--- src/rtl/dram_mon_pkg.sv ---
package dram_mon_pkg;

  localparam int NUM_BANKS = 2;

  typedef enum logic [3:0] {
    CMD_NOP, CMD_DESEL, CMD_MODE, CMD_REFR, CMD_ACT,
    CMD_RD, CMD_WR, CMD_BST, CMD_PRE
  } cmd_e;

  localparam int VC_ACT_OPEN = 1;
  localparam int VC_COL_IDLE = 2;
  localparam int VC_RCD      = 3;
  localparam int VC_RP       = 4;
  localparam int VC_RAS      = 5;
  localparam int VC_RC       = 6;
  localparam int VC_RRD      = 7;
  localparam int VC_WR_REC   = 8;
  localparam int VC_RD_PRE   = 9;
  localparam int VC_BUSY     = 10;
  localparam int VC_MRD      = 11;
  localparam int VC_RFC      = 12;
  localparam int VC_AP_COL   = 13;
  localparam int VC_TOP      = 15;

  function automatic int imax(input int a, input int b);
    return (a > b) ? a : b;
  endfunction

endpackage

--- src/rtl/dram_cmd_decode.sv ---
module dram_cmd_decode
  import dram_mon_pkg::*;
(
  input  logic cs_n,
  input  logic ras_n,
  input  logic cas_n,
  input  logic we_n,
  output cmd_e cmd
);
  always_comb begin
    if (cs_n) begin
      cmd = CMD_DESEL;
    end else begin
      unique case ({ras_n, cas_n, we_n})
        3'b000:  cmd = CMD_MODE;
        3'b001:  cmd = CMD_REFR;
        3'b011:  cmd = CMD_ACT;
        3'b101:  cmd = CMD_RD;
        3'b100:  cmd = CMD_WR;
        3'b110:  cmd = CMD_BST;
        3'b010:  cmd = CMD_PRE;
        default: cmd = CMD_NOP;
      endcase
    end
  end
endmodule

--- src/rtl/dram_age_ctr.sv ---
module dram_age_ctr #(
  parameter int CW  = 4,
  parameter int LIM = 15
) (
  input  logic          clk,
  input  logic          rst_n,
  input  logic          restart,
  output logic [CW-1:0] age
);
  localparam logic [CW-1:0] AGE_MAX = CW'(LIM);

  always_ff @(posedge clk) begin
    if (!rst_n) begin
      age <= AGE_MAX;
    end else if (restart) begin
      age <= CW'(1);
    end else if (age != AGE_MAX) begin
      age <= age + CW'(1);
    end
  end
endmodule

--- src/rtl/dram_bank_tracker.sv ---
module dram_bank_tracker #(
  parameter int CW        = 4,
  parameter int LIM       = 15,
  parameter int BURST_LEN = 4
) (
  input  logic          clk,
  input  logic          rst_n,
  input  logic          do_act,
  input  logic          do_rd,
  input  logic          do_wr,
  input  logic          do_ap,
  input  logic          do_pre,
  output logic          is_open,
  output logic          ap_busy,
  output logic [CW-1:0] age_act,
  output logic [CW-1:0] age_pre,
  output logic [CW-1:0] age_rd,
  output logic [CW-1:0] age_wr
);
  localparam logic [CW-1:0] AP_END = CW'(BURST_LEN);

  logic          ap_run;
  logic [CW-1:0] ap_cnt;
  logic          ap_close;
  logic          close_evt;
  logic          ap_start;

  assign ap_close  = ap_run && (ap_cnt == AP_END);
  assign close_evt = (do_pre && is_open) || ap_close;
  assign ap_start  = (do_rd || do_wr) && do_ap && is_open;
  assign ap_busy   = ap_run;

  always_ff @(posedge clk) begin
    if (!rst_n) begin
      is_open <= 1'b0;
    end else if (do_act) begin
      is_open <= 1'b1;
    end else if (close_evt) begin
      is_open <= 1'b0;
    end
  end

  always_ff @(posedge clk) begin
    if (!rst_n) begin
      ap_run <= 1'b0;
      ap_cnt <= '0;
    end else if (ap_start) begin
      ap_run <= 1'b1;
      ap_cnt <= CW'(1);
    end else if (do_pre || ap_close) begin
      ap_run <= 1'b0;
      ap_cnt <= '0;
    end else if (ap_run) begin
      ap_cnt <= ap_cnt + CW'(1);
    end
  end

  dram_age_ctr #(.CW(CW), .LIM(LIM)) u_age_act (
    .clk(clk), .rst_n(rst_n), .restart(do_act), .age(age_act));
  dram_age_ctr #(.CW(CW), .LIM(LIM)) u_age_pre (
    .clk(clk), .rst_n(rst_n), .restart(close_evt), .age(age_pre));
  dram_age_ctr #(.CW(CW), .LIM(LIM)) u_age_rd (
    .clk(clk), .rst_n(rst_n), .restart(do_rd), .age(age_rd));
  dram_age_ctr #(.CW(CW), .LIM(LIM)) u_age_wr (
    .clk(clk), .rst_n(rst_n), .restart(do_wr), .age(age_wr));
endmodule

--- src/rtl/dram_rule_check.sv ---
module dram_rule_check
  import dram_mon_pkg::*;
#(
  parameter int CW        = 4,
  parameter int TRCD      = 3,
  parameter int TRP       = 3,
  parameter int TRAS      = 8,
  parameter int TRC       = 11,
  parameter int TRRD      = 2,
  parameter int TMRD      = 2,
  parameter int TRFC      = 11,
  parameter int WR_TO_PRE = 5,
  parameter int RD_TO_PRE = 5
) (
  input  cmd_e                           cmd,
  input  logic                           ba,
  input  logic                           a10,
  input  logic [NUM_BANKS-1:0]           is_open,
  input  logic [NUM_BANKS-1:0]           ap_busy,
  input  logic [NUM_BANKS-1:0][CW-1:0]   age_act,
  input  logic [NUM_BANKS-1:0][CW-1:0]   age_pre,
  input  logic [NUM_BANKS-1:0][CW-1:0]   age_rd,
  input  logic [NUM_BANKS-1:0][CW-1:0]   age_wr,
  input  logic [CW-1:0]                  age_mode,
  input  logic [CW-1:0]                  age_refr,
  output logic [3:0]                     code_now
);
  localparam logic [CW-1:0] K_RCD  = CW'(TRCD);
  localparam logic [CW-1:0] K_RP   = CW'(TRP);
  localparam logic [CW-1:0] K_RAS  = CW'(TRAS);
  localparam logic [CW-1:0] K_RC   = CW'(TRC);
  localparam logic [CW-1:0] K_RRD  = CW'(TRRD);
  localparam logic [CW-1:0] K_MRD  = CW'(TMRD);
  localparam logic [CW-1:0] K_RFC  = CW'(TRFC);
  localparam logic [CW-1:0] K_WPRE = CW'(WR_TO_PRE);
  localparam logic [CW-1:0] K_RPRE = CW'(RD_TO_PRE);

  logic [VC_TOP:0] hit;
  logic            other;
  logic            real_cmd;

  assign other    = ~ba;
  assign real_cmd = (cmd != CMD_NOP) && (cmd != CMD_DESEL);

  always_comb begin
    hit = '0;
    unique case (cmd)
      CMD_ACT: begin
        hit[VC_ACT_OPEN] = is_open[ba];
        hit[VC_RP]       = age_pre[ba] < K_RP;
        hit[VC_RC]       = age_act[ba] < K_RC;
        hit[VC_RRD]      = age_act[other] < K_RRD;
      end
      CMD_RD, CMD_WR: begin
        hit[VC_COL_IDLE] = !is_open[ba];
        hit[VC_RCD]      = is_open[ba] && (age_act[ba] < K_RCD);
        hit[VC_AP_COL]   = ap_busy[ba];
      end
      CMD_PRE: begin
        for (int i = 0; i < NUM_BANKS; i++) begin
          if ((a10 || (ba == 1'(i))) && is_open[i]) begin
            hit[VC_RAS]    = hit[VC_RAS]    | (age_act[i] < K_RAS);
            hit[VC_WR_REC] = hit[VC_WR_REC] | (age_wr[i]  < K_WPRE);
            hit[VC_RD_PRE] = hit[VC_RD_PRE] | (age_rd[i]  < K_RPRE);
          end
        end
      end
      CMD_MODE, CMD_REFR: begin
        hit[VC_BUSY] = |is_open;
      end
      default: ;
    endcase
    if (real_cmd) begin
      hit[VC_MRD] = age_mode < K_MRD;
      hit[VC_RFC] = age_refr < K_RFC;
    end
  end

  // lowest set code wins
  always_comb begin
    code_now = '0;
    for (int i = VC_TOP; i >= 1; i--) begin
      if (hit[i]) code_now = 4'(i);
    end
  end
endmodule

--- src/rtl/dram_viol_latch.sv ---
module dram_viol_latch (
  input  logic       clk,
  input  logic       rst_n,
  input  logic       clr,
  input  logic [3:0] code_now,
  output logic       viol_flag,
  output logic [3:0] viol_code
);
  logic fresh;
  assign fresh = (code_now != 4'd0);

  always_ff @(posedge clk) begin
    if (!rst_n) begin
      viol_flag <= 1'b0;
      viol_code <= 4'd0;
    end else if (clr) begin
      viol_flag <= fresh;
      viol_code <= code_now;
    end else if (!viol_flag && fresh) begin
      viol_flag <= 1'b1;
      viol_code <= code_now;
    end
  end
endmodule

--- src/rtl/dram_cmd_monitor.sv ---
module dram_cmd_monitor
  import dram_mon_pkg::*;
#(
  parameter int TRCD      = 3,
  parameter int TRP       = 3,
  parameter int TRAS      = 8,
  parameter int TRC       = 11,
  parameter int TRRD      = 2,
  parameter int TMRD      = 2,
  parameter int TRFC      = 11,
  parameter int TWR       = 2,
  parameter int CAS_LAT   = 3,
  parameter int BURST_LEN = 4
) (
  input  logic       clk,
  input  logic       rst_n,
  input  logic       cs_n,
  input  logic       ras_n,
  input  logic       cas_n,
  input  logic       we_n,
  input  logic       ba,
  input  logic       a10,
  input  logic       clr,
  output logic       viol_flag,
  output logic [3:0] viol_code,
  output logic [1:0] bank_open
);
  localparam int WR_TO_PRE = BURST_LEN - 1 + TWR;
  localparam int RD_TO_PRE = CAS_LAT + BURST_LEN - 2;
  localparam int LIM = imax(imax(imax(TRC, TRFC), imax(TRAS, TRP)),
                       imax(imax(TRCD, TRRD), imax(imax(TMRD, BURST_LEN),
                       imax(WR_TO_PRE, RD_TO_PRE))));
  localparam int CW = $clog2(LIM + 1);

  cmd_e cmd;

  logic [NUM_BANKS-1:0]         is_open;
  logic [NUM_BANKS-1:0]         ap_busy;
  logic [NUM_BANKS-1:0][CW-1:0] age_act;
  logic [NUM_BANKS-1:0][CW-1:0] age_pre;
  logic [NUM_BANKS-1:0][CW-1:0] age_rd;
  logic [NUM_BANKS-1:0][CW-1:0] age_wr;
  logic [CW-1:0]                age_mode;
  logic [CW-1:0]                age_refr;
  logic [3:0]                   code_now;

  dram_cmd_decode u_dec (
    .cs_n(cs_n), .ras_n(ras_n), .cas_n(cas_n), .we_n(we_n), .cmd(cmd));

  for (genvar g = 0; g < NUM_BANKS; g++) begin : g_bank
    logic sel;
    assign sel = (ba == 1'(g));

    dram_bank_tracker #(.CW(CW), .LIM(LIM), .BURST_LEN(BURST_LEN)) u_trk (
      .clk    (clk),
      .rst_n  (rst_n),
      .do_act (sel && (cmd == CMD_ACT)),
      .do_rd  (sel && (cmd == CMD_RD)),
      .do_wr  (sel && (cmd == CMD_WR)),
      .do_ap  (a10),
      .do_pre ((cmd == CMD_PRE) && (a10 || sel)),
      .is_open(is_open[g]),
      .ap_busy(ap_busy[g]),
      .age_act(age_act[g]),
      .age_pre(age_pre[g]),
      .age_rd (age_rd[g]),
      .age_wr (age_wr[g])
    );
  end

  dram_age_ctr #(.CW(CW), .LIM(LIM)) u_age_mode (
    .clk(clk), .rst_n(rst_n), .restart(cmd == CMD_MODE), .age(age_mode));
  dram_age_ctr #(.CW(CW), .LIM(LIM)) u_age_refr (
    .clk(clk), .rst_n(rst_n), .restart(cmd == CMD_REFR), .age(age_refr));

  dram_rule_check #(
    .CW(CW), .TRCD(TRCD), .TRP(TRP), .TRAS(TRAS), .TRC(TRC), .TRRD(TRRD),
    .TMRD(TMRD), .TRFC(TRFC), .WR_TO_PRE(WR_TO_PRE), .RD_TO_PRE(RD_TO_PRE)
  ) u_rules (
    .cmd(cmd), .ba(ba), .a10(a10), .is_open(is_open), .ap_busy(ap_busy),
    .age_act(age_act), .age_pre(age_pre), .age_rd(age_rd), .age_wr(age_wr),
    .age_mode(age_mode), .age_refr(age_refr), .code_now(code_now)
  );

  dram_viol_latch u_latch (
    .clk(clk), .rst_n(rst_n), .clr(clr), .code_now(code_now),
    .viol_flag(viol_flag), .viol_code(viol_code));

  assign bank_open = is_open;
endmodule

--- config.mk ---
export PLATFORM = sky130hd
export DESIGN_NAME = dram_cmd_monitor
export DESIGN_NICKNAME = d
export VERILOG_FILES = /design/src/rtl/dram_mon_pkg.sv /design/src/rtl/dram_cmd_decode.sv /design/src/rtl/dram_age_ctr.sv /design/src/rtl/dram_bank_tracker.sv /design/src/rtl/dram_rule_check.sv /design/src/rtl/dram_viol_latch.sv /design/src/rtl/dram_cmd_monitor.sv
export SDC_FILE = /design/constraint.sdc
export NUM_CORES = 1
export LEC_CHECK = 0
export BUFFER_PORTS_ARGS = -buffer_cell sky130_fd_sc_hd__buf_2
export CORE_UTILIZATION = 24
export CTS_CLUSTER_SIZE = 40
export DETAILED_ROUTE_END_ITERATION = 8
export PLACE_DENSITY = 0.4
export RECOVER_POWER = 100
export SYNTH_ARGS = -nofsm -noshare
export SYNTH_HDL_FRONTEND = slang
export SYNTH_SLANG_ARGS = --single-unit
--- constraint.sdc ---
create_clock -name clk -period 2.36 [get_ports clk]
set_clock_uncertainty 0.1 [all_clocks]
set_input_delay 0.118 -clock clk [delete_from_list [all_inputs] [get_ports clk]]
set_output_delay 0.118 -clock clk [all_outputs]
set_load 0.005 [all_outputs]
* Word-level counts from Yosys, hierarchy flattened
Index checks and enable logic that the tools add are counted.
** Storage, ports and cells
- Flip-flop bits (word level) :: 57
- Bits of input ports :: 9
- Output and inout port bits :: 7
** Cells by class
- Eq/ne operators :: 25
- Order comparisons :: 14
- Bitwise gates (word level) :: 5
- Add/sub/neg operators :: 12
- Reduce and logical (&&, ||, !) cells :: 66
- Muxes and demuxes :: 78
** Operator list (count)
- two-way mux 4 bit :: 42
- adder 4 x 1 -> 4 bit, second input constant :: 12
- inequality test 4 bit, second input constant :: 10
- nonzero test 2 bit :: 15
- two-way mux 1 bit :: 28
- one-hot mux 4 bit (7 select lines) :: 1
- OR reduction 2 bit :: 13
- logical AND 1 bit :: 21
- == test 4 x 3 -> 1 bit, second input constant :: 5
- less-than comparator 4 x 2 -> 1 bit, second input constant :: 4
- less-than comparator 4 x 3 -> 1 bit, second input constant :: 4
- less-than comparator 4 bit, second input constant :: 4
- two-way mux 2 bit :: 7
- == test 3 bit, second input constant :: 3
- == test 4 x 2 -> 1 bit, second input constant :: 2
- logical OR 1 bit :: 8
- nonzero test 4 bit :: 2
- == test 3 x 2 -> 1 bit, second input constant :: 2
- nonzero test 3 bit :: 2
- OR reduction 3 bit :: 2
- == test 4 bit, second input constant :: 1
- less-than comparator 1 x 2 -> 1 bit, second input constant :: 2
- inequality test 4 x 1 -> 1 bit, second input constant :: 1
- == test 3 x 1 -> 1 bit, second input constant :: 1
- other kinds (4) :: 8

* Longest topological paths before layout
- Depth after elaboration :: 23
- Gate-level depth with buffers :: 8

* Hierarchy
Synthesis repeated with hierarchy kept, for this count alone.
** Second synthesis, totals
- Cells, all modules :: 363
- Area total of the unflattened synthesis :: 3599.7 µm²
** Modules (own cells, without submodules)
- dram_age_ctr :: sequential area each 80.1 µm², times used 10, cells each 17, area each 196.4 µm²
- dram_bank_tracker :: sequential area each 120.1 µm², times used 2, cells each 33, area each 337.8 µm²
- dram_rule_check :: sequential area each 0.0 µm², times used 1, cells each 76, area each 543.0 µm²
- dram_viol_latch :: sequential area each 100.1 µm², times used 1, cells each 24, area each 244.0 µm²
- dram_cmd_monitor :: sequential area each 0.0 µm², times used 1, cells each 17, area each 106.4 µm²
- dram_cmd_decode :: sequential area each 0.0 µm², times used 1, cells each 10, area each 66.3 µm²

* Worst setup path after synthesis
Ideal clock, no wire load.
- Path kind :: register -> register
- Start point :: register g_bank[1].u_trk.u_age_wr.age[0]
- End point :: register u_latch.viol_code[3]
- Stages on the path, launching flop included :: 9
- Setup slack :: 0.391 ns
- Data arrival time :: 1.813 ns
- Path through :: dfxtp_1 > inv_1 > ha_1 > nand2b_1 > a22oi_1 > o211ai_1 > nor3_1 > a41oi_2 > a2bb2o_4
** Between the ends
- Cells in the longest elaborated chain, start to end :: 15
- Elaborated cells between the ends (all ways) :: 17
** RTL lines
- from (decl) :: RTL line dram_age_ctr.sv:8 : output logic [CW-1:0] age
- from (signal assigned) :: RTL line dram_age_ctr.sv:18 : age <= age + CW'(1);
- less-than comparator 4 x 3 -> 1 bit * :: RTL line dram_rule_check.sv:63 : hit[VC_WR_REC] = hit[VC_WR_REC] | (age_wr[i] < K_WPRE);
- OR 1 bit * :: RTL line dram_rule_check.sv:63
- two-way mux 2 bit * :: RTL line dram_rule_check.sv:61 : if ((a10 || (ba == 1'(i))) && is_open[i]) begin
- two-way mux 2 bit * :: RTL line dram_rule_check.sv:47 : unique case (cmd)
- two-way mux 4 bit * (8 in a row) :: RTL line dram_rule_check.sv:83 : if (hit[i]) code_now = 4'(i);
- nonzero test 4 bit :: RTL line dram_viol_latch.sv:10 : assign fresh = (code_now != 4'd0);
- logical AND 1 bit :: RTL line dram_viol_latch.sv:19 : end else if (!viol_flag && fresh) begin
- nonzero test 2 bit (no line)
- to (signal assigned) :: RTL line dram_viol_latch.sv:18 : viol_code <= code_now;
- to (signal assigned) :: RTL line dram_viol_latch.sv:21 : viol_code <= code_now;
- to (decl) :: RTL line dram_viol_latch.sv:7 : output logic [3:0] viol_code
Every way passes the cells marked *; elsewhere a longest branch is shown, timed or not. The select of a mux whose other input is x is not followed.
A chain may end at the register's enable or synchronous reset.

* Final worst setup path
- Start point :: register u_age_refr.age[0]
- End point :: register u_latch.viol_code[3]
** Between the ends
- Cells in the longest elaborated chain, start to end :: 17
- Elaborated cells between the ends (all ways) :: 19
** RTL lines
- from (decl) :: RTL line dram_age_ctr.sv:8
- from (signal assigned) :: RTL line dram_age_ctr.sv:18
- less-than comparator 4 bit * :: RTL line dram_rule_check.sv:75 : hit[VC_RFC] = age_refr < K_RFC;
- two-way mux 2 bit * :: RTL line dram_rule_check.sv:73 : if (real_cmd) begin
- two-way mux 4 bit * (12 in a row) :: RTL line dram_rule_check.sv:83
- nonzero test 4 bit :: RTL line dram_viol_latch.sv:10
- logical AND 1 bit :: RTL line dram_viol_latch.sv:19
- nonzero test 2 bit (no line)
Marked as above.

==> run summary <==
Routed via count: 2682
WL final: 7682 um
Crit path top cell by count: o21ai_0
Via density: 4.681
Total GRT Usage: 0.1201
DP Cell Count: 558
Die height: 117.5 um
Hold EP: u_latch.viol_code[0]$_SDFFE_PN0P_
Mapped Cells: 376
Antenna violations before repair: 0
Placer Congestion: 0.7779
CTS Hold Bufs: 0
Ratio of cells with drive above 1 in the final layout: 0.09975
Power consumption: 3493 uW
IO buf count: 15
Asr flop ratio synth: 0
Crit path DAT: 2.30 ns
CTS clk-pin slew, worst paths: 0.05 ns
ANT cells: 0
Slew Viols, Final: 0
Clk_lat worst skew: 0.32 ns
Ys Warns: 0
Post-synth EDFFs: 0
Max-Cap Viols: 0
RR Startpoint: u_age_refr.age[0]$_SDFFE_PP1N_
CP Max Fanout: 4
Post-synth cell types: 53
Total grt overflow: 0
Power Density: 929.6 nW/um^2
Num CTS Buffers: 9
Fmax achieved: 0.4574 GHz
Slew @ Worst Pin: 0.9108 ns
Row count: 41
Syn-to-layout area delta: 17.30%
Total setup buffers inserted after CTS: 0
Worst Setup End Kind: register
Crit path max-delay family: compound AO/OA/AOI/OAI gates
CP bufs+invs: 1
Worst vdd ir: 395.6 uV
First-pass GRT wire length: 12990 um
# H-tree levels: 3
CTS tree: yes
Bufs on Longest Clock Path: 2
Worst path max stage delay: 0.34 ns
Die Span X: 117.5 um
Clk sinks: 57
Static leakage: 0.001543 uW
Critical Path RT: 2.47 ns
Fin nets: 424
Final Instance Count excl. Fillers: 573
DRT Pass-1 Iters: 4
Vias in the first global route: 2591
Hold Crit Class: in2reg
Post-Syn Nets: 403
Sequential share of the synthesized area: 0.3562
Final setup violation count: 0
Final hold violation count: 0
Minimum clock period after layout: 2.186 ns
Outcome: finished, final reports clean
DP Wirelength: 5608 um
Nature of the critical path startpoint: register
CTS root buf: clkbuf_16
DR WL/cell: 13.41 um
Worst Min Path Start: clr
Syn Area/Cell: 8.519 um^2
Seq cells post-synth: 57
Final Cycle Share: 0.9263
Post-route DRC violation count: 0
Post-placement cell area: 3491 um^2
Core area: 12820 um^2
Largest net degree at the start of global routing: 32
RSZ-0062 raised after global routing: false
Crit path from: u_age_refr.age[0]$_SDFFE_PP1N_
R2R setup slack: 0.17 ns
Fin Setup TNS: 0 ns
Max-slew headroom: 0.3921
Slowest-stage cell, CP: dfxtp_1
Synthesized area: 3203 um^2
Critical setup path kind: reg2reg
DRT antenna net count: 0
Initial core utilization: 0.2498
Post-synth top flop: dfxtp_1
Initial DRC Count: 125
Design area: 3757 um^2
# IOs: 16
Worst path cell trace: ha_1 > o21ai_0 > nand2_1 > o21ai_0 > nor3_1 > buf_4 > a41oi_2 > a2bb2o_1
Die area: 13810 um^2
Reg-to-Reg End: u_latch.viol_code[3]$_SDFFE_PN0P_
Hold Crit Depth: 4
Reg2Reg Depth: 8
## synthesized netlist by cell type (2+ instances only)
| master | count | area [um^2] |
|---|---|---|
| and3_1 | 4 | 25.02 |
| a21boi_0 | 2 | 15.01 |
| nand2b_1 | 6 | 37.54 |
| nand4_1 | 5 | 31.28 |
| nand4b_1 | 3 | 26.28 |
| o21a_1 | 2 | 15.01 |
| nor4_1 | 3 | 18.77 |
| clkbuf_1 | 6 | 22.52 |
| or3_1 | 12 | 75.07 |
| mux2i_1 | 18 | 180.2 |
| ha_1 | 18 | 225.2 |
| dfxtp_1 | 57 | 1141 |
| o32ai_1 | 2 | 17.52 |
| nand3b_1 | 8 | 60.06 |
| buf_2 | 5 | 25.02 |
| xnor2_1 | 8 | 70.07 |
| inv_1 | 27 | 101.4 |
| a21oi_1 | 19 | 95.09 |
| nor2b_1 | 2 | 12.51 |
| buf_4 | 2 | 15.01 |
| nand3_1 | 15 | 75.07 |
| nor2_1 | 20 | 75.07 |
| nand2_1 | 24 | 90.09 |
| o22ai_1 | 2 | 12.51 |
| nor3_1 | 31 | 155.2 |
| xor2_1 | 18 | 157.7 |
| a211oi_1 | 5 | 37.54 |
| o21ai_0 | 27 | 135.1 |
## layout make-up
class                      count  area, um^2
fill                        1386        9067
multi-input combinational    277        1874
sequential                    57        1141
clock buffer                  12       256.5
tap                          172       215.2
timing repair buffer          25       128.9
inverter                      27       101.3
clock inverter                 3       40.04
## how the worst max path moves through the flow
stage,endpoint,slack (ns),depth (start not counted)
finish,u_latch.viol_code[3]$_SDFFE_PN0P_,0.17,8
floorplan,u_latch.viol_code[3]$_SDFFE_PN0P_,0.39,8
global route,u_latch.viol_code[3]$_SDFFE_PN0P_,0.03,9
detailed placement,u_latch.viol_code[3]$_SDFFE_PN0P_,0.15,6
global placement,u_latch.viol_code[3]$_SDFFE_PN0P_,0.22,6
CTS,u_latch.viol_code[3]$_SDFFE_PN0P_,0.12,6
## flip-flops by register name, summed over array words and instances, names as in the netlist, 4 cells and up
| signal | count |
|---|---|
| g_bank.u_trk.u_age_act.age | 8 |
| g_bank.u_trk.u_age_rd.age | 8 |
| g_bank.u_trk.u_age_pre.age | 8 |
| g_bank.u_trk.ap_cnt | 8 |
| u_age_refr.age | 4 |
| g_bank.u_trk.u_age_wr.age | 8 |
| u_age_mode.age | 4 |
| u_latch.viol_code | 4 |
## logic make-up (layout without fill, tap and decap cells)
logic type	Yosys count	count (layout)	share of synthesized area
mux	18	18	0.05625
simple gates	141	141	0.2395
fa+ha+maj	18	18	0.07031
flops	57	57	0.3562
buf+inv	42	67	0.05586
compound gates	74	74	0.1508
xor+xnor	26	26	0.07109
## stage by stage
| step | util | hold WS [ns] | setup WS [ns] |
|---|---|---|---|
| finish | 0.2930 | 0.04116 | 0.1739 |
| floorplan | - | 0.2096 | 0.3909 |
| global route | 0.2930 | 0.07565 | 0.03451 |
| global placement | 0.2722 | 0.3671 | 0.2151 |
| CTS | 0.2953 | 0.02697 | 0.1248 |
| detailed placement | 0.2722 | 0.3728 | 0.1534 |
## power breakdown
| part | leakage, uW | internal [uW] | total, uW | switching [uW] |
|---|---|---|---|---|
| clock network | 0.000148 | 863 | 1290 | 430 |
| logic | 0.000928 | 447 | 919 | 472 |
| registers | 0.000466 | 1130 | 1280 | 154 |
## metal layers
layer  share of wire  vias to the layer above  global-route usage
met5               0                        -                   0
met4           0.022                        0             0.05288
met3           0.023                       10             0.03198
met2            0.47                       22              0.2001
met1            0.49                     1273              0.1447
li1                -                     1377                   -
## worst register-to-register path, stage by stage, from the launching register on
cell,delay [ns]
dfxtp_1,0.34
ha_1,0.23
o21ai_0,0.34
nand2_1,0.10
o21ai_0,0.15
nor3_1,0.10
buf_4,0.16
a41oi_2,0.23
a2bb2o_1,0.32
## cell usage in the layout, fill, tap and decap left out, drive strengths merged, types with 3 or more instances in the layout
cell,Yosys,final
nand4b,3,3
mux2i,18,18
nand3b,8,8
a21oi,19,19
a211oi,6,6
nor4,3,3
nor2,20,20
buf,9,18
xor2,18,18
nor3,32,32
nand2,24,24
o21ai,27,27
nand2b,6,6
dfxtp,57,57
inv,27,27
xnor2,8,8
ha,18,18
clkbuf,6,19
or3,12,12
nand4,5,5
nand3,15,15
and3,4,4
## repair_timing
| item | CTS | global route |
|---|---|---|
| endpoints found under the setup margin | 0 | 3 |
| gates resized for setup | 0 | 1 |
| endpoints found under the hold margin | 0 | 0 |
Note: power is estimated with default switching activity, not from simulation.
